`src/rtl/dual_gain_ctl.sv`:
```
module dual_gain_ctl #(
  parameter int SYNC_STAGES = 2
) (
  input  logic            clk,
  input  logic            rst_n,
  input  logic            ser_clk,
  input  logic            ser_dat,
  input  logic            ser_lat,
  output logic [1:0][6:0] gain_db,
  output logic [1:0]      mute,
  output logic [1:0][2:0] in_en,
  output logic [1:0][1:0] mode_a,
  output logic [1:0][1:0] mode_b
);
  localparam int WORD_W = 14;
  localparam int SEL_BIT = 7;
  localparam int TOP_CODE = 49;

  logic [SYNC_STAGES:0] sck_q, lat_q, dat_q;
  logic [WORD_W-1:0]    shreg;
  logic [1:0][WORD_W-1:0] creg;
  logic sck_rise, lat_rise, dat_s;

  always_ff @(posedge clk or negedge rst_n)
    if (!rst_n) begin
      sck_q <= '0;
      lat_q <= '0;
      dat_q <= '0;
    end else begin
      sck_q <= {sck_q[SYNC_STAGES-1:0], ser_clk};
      lat_q <= {lat_q[SYNC_STAGES-1:0], ser_lat};
      dat_q <= {dat_q[SYNC_STAGES-1:0], ser_dat};
    end

  assign sck_rise = sck_q[SYNC_STAGES-1] & ~sck_q[SYNC_STAGES];
  assign lat_rise = lat_q[SYNC_STAGES-1] & ~lat_q[SYNC_STAGES];
  assign dat_s    = dat_q[SYNC_STAGES-1];

  always_ff @(posedge clk or negedge rst_n)
    if (!rst_n) shreg <= '0;
    else if (sck_rise) shreg <= {shreg[WORD_W-2:0], dat_s};

  always_ff @(posedge clk or negedge rst_n)
    if (!rst_n) creg <= '0;
    else if (lat_rise) creg[shreg[SEL_BIT]] <= shreg;

  for (genvar c = 0; c < 2; c++) begin : g_ch
    logic [5:0]        code;
    logic signed [7:0] lin;
    assign code = creg[c][13:8];
    assign lin  = $signed({1'b0, code, 1'b0}) - 8'sd50;
    assign mute[c]    = (code == 6'd0);
    assign gain_db[c] = mute[c] ? 7'd0 :
                        (code >= 6'(TOP_CODE)) ? 7'd48 : lin[6:0];
    assign in_en[c]  = creg[c][6:4];
    assign mode_a[c] = creg[c][3:2];
    assign mode_b[c] = creg[c][1:0];
  end
endmodule


```
`config.mk`:
```
export PLATFORM = sky130hd
export DESIGN_NAME = dual_gain_ctl
export DESIGN_NICKNAME = d
export VERILOG_FILES = /design/src/rtl/dual_gain_ctl.sv
export SDC_FILE = /design/constraint.sdc
export NUM_CORES = 1
export LEC_CHECK = 0
export ABC_AREA = 1
export BUFFER_PORTS_ARGS = -buffer_cell sky130_fd_sc_hd__buf_2
export CAP_MARGIN = 15
export CORE_MARGIN = 3
export CORE_UTILIZATION = 55
export DETAILED_ROUTE_END_ITERATION = 10
export GPL_TIMING_DRIVEN = 0
export PLACE_DENSITY = 0.77
export SYNTH_ARGS = -nofsm -noshare
export SYNTH_HDL_FRONTEND = slang
export SYNTH_SLANG_ARGS = --single-unit
```
`constraint.sdc`:
```
create_clock -name clk -period 1.55 [get_ports clk]
set_input_delay 0.2325 -clock clk [delete_from_list [all_inputs] [get_ports clk]]
set_output_delay 0.2325 -clock clk [all_outputs]
set_load 0.03 [all_outputs]
```
== Word level (Yosys, flattened, before mapping) ==
Index checks and enable logic that the tools add are counted.
W data, S select, Z words.

* Register bits: 50
* Latch bits: 0
* Bits in writable memories: 0
* Memory bits (read-only): 0
* Input bits: 5
* Output and inout bits: 30
* Word-level logic and storage cells: 26
* Memories: 0

* $add $sub $neg: 2
* $mul: 0
* Divide/modulo/power cells: 0
* $lt $le $gt $ge: 4
* Equal/unequal tests: 0
* Shifts and indexed selects: 0
* Mux-type cells: 7
* Bitwise operators: 4
* Reduce and logical (&&, ||, !) cells: 3

{| class="wikitable"
|+ Operators by type and width
! operator !! count
|-
| $bwmux W28 || 1
|-
| $mux W7 || 4
|-
| $demux W14 S1 || 1
|-
| $mux W14 || 1
|-
| $sub A7 B6 Y7 const B || 2
|-
| $ge A6 B6 Y1 const B || 2
|-
| $logic_not A6 Y1 || 2
|-
| $and A1 B1 Y1 || 2
|-
| $lt A1 B2 Y1 const B || 1
|-
| $not A1 Y1 || 2
|-
| $ge A1 B1 Y1 const B || 1
|-
| $logic_and A1 B1 Y1 || 1
|}

== Longest topological paths before layout ==
* Depth in word-level cells: 5
* Mapped depth: 7
* Gate-level depth less buffers: 7

== Worst setup path after synthesis ==
OpenSTA, ideal clock, no wires.

* Path kind: register to output
* From: register creg[8] (netlist bit)
* To: output port gain_db[4] (netlist bit)
* Arrival: 1.476 ns
* Data required time: 1.317 ns
* Setup slack: -0.159 ns
* Cell stages (with the launch flop): 6
* Buffers on the path: 0
* Cell sequence: dfrtp_1 > inv_1 > ha_1 > nand4_1 > inv_1 > a21oi_1

{| class="wikitable"
|+ RTL lines
! what !! line !! RTL
|-
| start: declaration || 21 || <nowiki>logic [1:0][WORD_W-1:0] creg;</nowiki>
|-
| start signal: indexed assignment || 45 || <nowiki>else if (lat_rise) creg[shreg[SEL_BIT]] <= shreg;</nowiki>
|-
| end: declaration || 9 || <nowiki>output logic [1:0][6:0] gain_db,</nowiki>
|}

==> flow_metrics.tcl <==
set metrics [dict create \
    status "finished with violations" \
    violations "negative setup slack" \
    async_flop_share 1.00 \
    yosysTopAreaCellShare 0.524 \
    ys_ff_latch 48 \
    critPathKind "flip-flop to output port" \
    synth_flop_cell "dfrtp_1" \
    gp_congestion 0.815 \
    total_power_w 0.00566 \
    grt_pass1_vias 1648 \
    final-hold-violation-count 0 \
    cts_tree "done" \
    via_count 1695 \
    grt_setup_unrepaired "true" \
    root_buffer "clkbuf_8" \
    die_y_microns 70.6 \
    drv_slew 0 \
    ioPinCount 35 \
    yosys.cell_types.count 21 \
    wl_per_cell_microns 13.2 \
    synth.area.top_cells "dfrtp_1 (52%), nand2_1 (10%), o21ai_2 (9.9%)" \
    powerDensity_mw_per_mm2 1930 \
    setup_viol 14 \
    cts_inserted_buffers 5 \
    antenna_found_initial 0 \
    fp-row-count 22 \
    yosysWarnings 0 \
    antenna_left 0 \
    die_w_microns 70.6 \
    drc 0 \
    drt-total-wl_microns 4540 \
    synthCells 245 \
    grt_usage 0.189 \
    n_fill_cell 272 \
    coreArea_sq_mm 0.00383 \
    synth.most_common_cell "nand2_1" \
    required_ns 1.32 \
    first_pass_iters 4 \
    syn2layout_area_growth_pct 27.7 \
    hold_path.class "primary input to flip-flop" \
    htree_num_levels 2 \
    ir_worst_vdd_v 0.00104 \
    max-cap-violations 0 \
    path_clk_slew_ns 0.08 \
    yosysSeqAreaShare 0.524 \
    setup_ws_ns -0.280 \
    netlist_area_sq_mm 0.00229 \
    path_max_fanout 4 \
    nNetsFinal 304 \
    dr.first_iter.drc_count 49 \
    die_area_sq_mm 0.00498 \
    initial_core_util 0.599 \
    grt_pass1_wl_microns 7390 \
    fmax_mhz 546 \
    startpoint_type "flip-flop" \
    tightest_slew_ns 1.01 \
    insertion_delay_ns 0.29 \
    finalCritPeriodShare 1.18 \
    ctsHoldBuffers 0 \
    clock_skew_ns 0.00788 \
    min_period_ns 1.83 \
    clockBufferDepth 2 \
    syn_area_per_cell_sq_um 9.36 \
    vias_per_cell 4.94 \
    p_leak_nw 1.49 \
    synth_edf_count 0 \
    crit_arrival_ns 1.60 \
    grt_max_degree 49 \
    endpoint_kind "output port" \
    numPortBuffers 32 \
    grt_overflow 0 \
    drive_above_1_share 0.461 \
    clock-sinks 48 \
    synth_common_cells "nand2_1 (61), dfrtp_1 (48), inv_1 (33)" \
    diodes 0 \
    synth_area_leader_cell "dfrtp_1" \
    dp_hpwl_microns 2860 \
    fin_hold_ws_ns 0.0408 \
    max_slew_margin 0.323 \
]
per-layer routing:
| layer | GRT usage | vias up | part of all wire |
|---|---|---|---|
| met5 | 0 | - | 0 |
| met4 | 0.0877 | 0 | 0.025 |
| met3 | 0.0313 | 10 | 0.037 |
| met2 | 0.341 | 44 | 0.54 |
| met1 | 0.218 | 802 | 0.40 |
| li1 | - | 839 | - |
layout make-up:
class / instances / area (sq um) / share of cell area
Sequential cell: 48 / 1200 / 0.411
Multi-Input combinational cell: 142 / 958 / 0.327
Timing Repair Buffer: 42 / 323 / 0.110
Buffer: 22 / 175 / 0.0599
Inverter: 34 / 130 / 0.0445
Clock buffer: 6 / 72.6 / 0.0248
Tap cell: 48 / 60.1 / 0.0205
Clock inverter: 1 / 5.00 / 0.00171
kinds of logic after synthesis:
| kind of cell | synth area share |
|---|---|
| xor gates and xnor gates | 0.0153 |
| buffers and inverters | 0.132 |
| DFF | 0.524 |
| adders and majority gates | 0.0218 |
| AOI/OAI and AO/OA | 0.134 |
| and+or+nand+nor | 0.171 |
| other | 0.00164 |
state kept, by name, indices dropped and copies added (netlist names):
| signal | cells |
|---|---|
| shreg | 14 |
| creg | 12 |
| in_en | 6 |
| mode_a | 4 |
| mode_b | 4 |
| lat_q | 3 |
| sck_q | 3 |
| dat_q | 2 |
placed cells by master, fill, tap and decap left out, drive strengths merged:
cell type | netlist | routed
nand3b | 1 | 1
clkbuf | 1 | 7
xnor2 | 2 | 2
nand3 | 8 | 8
dfrtp | 48 | 48
clkinv | 0 | 1
a21oi | 3 | 3
buf | 21 | 63
xor2 | 2 | 2
nand2 | 66 | 66
o21ai | 39 | 39
ha | 4 | 4
inv | 34 | 34
nand4 | 1 | 1
conb | 1 | 2
nor2 | 14 | 14
per-stage QoR:
| step | cell area (sq um) | utilization | TNS [ns] | worst slack (ns) | instances |
|---|---|---|---|---|---|
| global route | 2930 | 0.765 | -3.27 | -0.358 | 343 |
| CTS | 2800 | 0.733 | -1.97 | -0.185 | 340 |
| detailed placement | 2530 | 0.661 | -0.0912 | -0.0264 | 326 |
| global placement | 2530 | 0.661 | 0 | 0.00637 | 326 |
| finish | 2930 | 0.765 | -2.20 | -0.280 | 343 |
| floorplan | 2310 | - | -0.238 | -0.0397 | 246 |
power by group:
part           switching, W  total [W]  internal, W
clock network      0.000368   0.000675     0.000307
logic               0.00190    0.00327      0.00137
registers          0.000198    0.00171      0.00151
critical path, cell delays in order (launching register included):
cell and delay [ns]:
dfrtp_1 0.43, inv_2 0.09, ha_4 0.17, nand2_1 0.07, nand2_1 0.08, xor2_1 0.20
nand2_1 0.11, buf_6 0.15
what timing repair did:
action	4_1_cts	5_1_grt
pin swaps	11	10
setup buffers	7	3
setup endpoints to repair	14	14
resized for setup	46	26
worst paths after layout:
check	start	end	slack [ns]	depth (start not counted)
worst max-delay path	creg[22]$_DFFE_PN0P_	gain_db[12]	-0.28	7
worst min register to register	dat_q[0]$_DFF_PN0_	dat_q[1]$_DFF_PN0_	0.35	0
worst min-delay path	ser_lat	lat_q[0]$_DFF_PN0_	0.04	1
min in group asynchronous	rst_n	sck_q[0]$_DFF_PN0_	0.11	1
max in group asynchronous	rst_n	creg[24]$_DFFE_PN0P_	0.75	1
worst max register to register	lat_q[2]$_DFF_PN0_	in_en[5]$_DFFE_PN0P_	0.44	5
No activity file was read; power rests on OpenSTA's default activity.
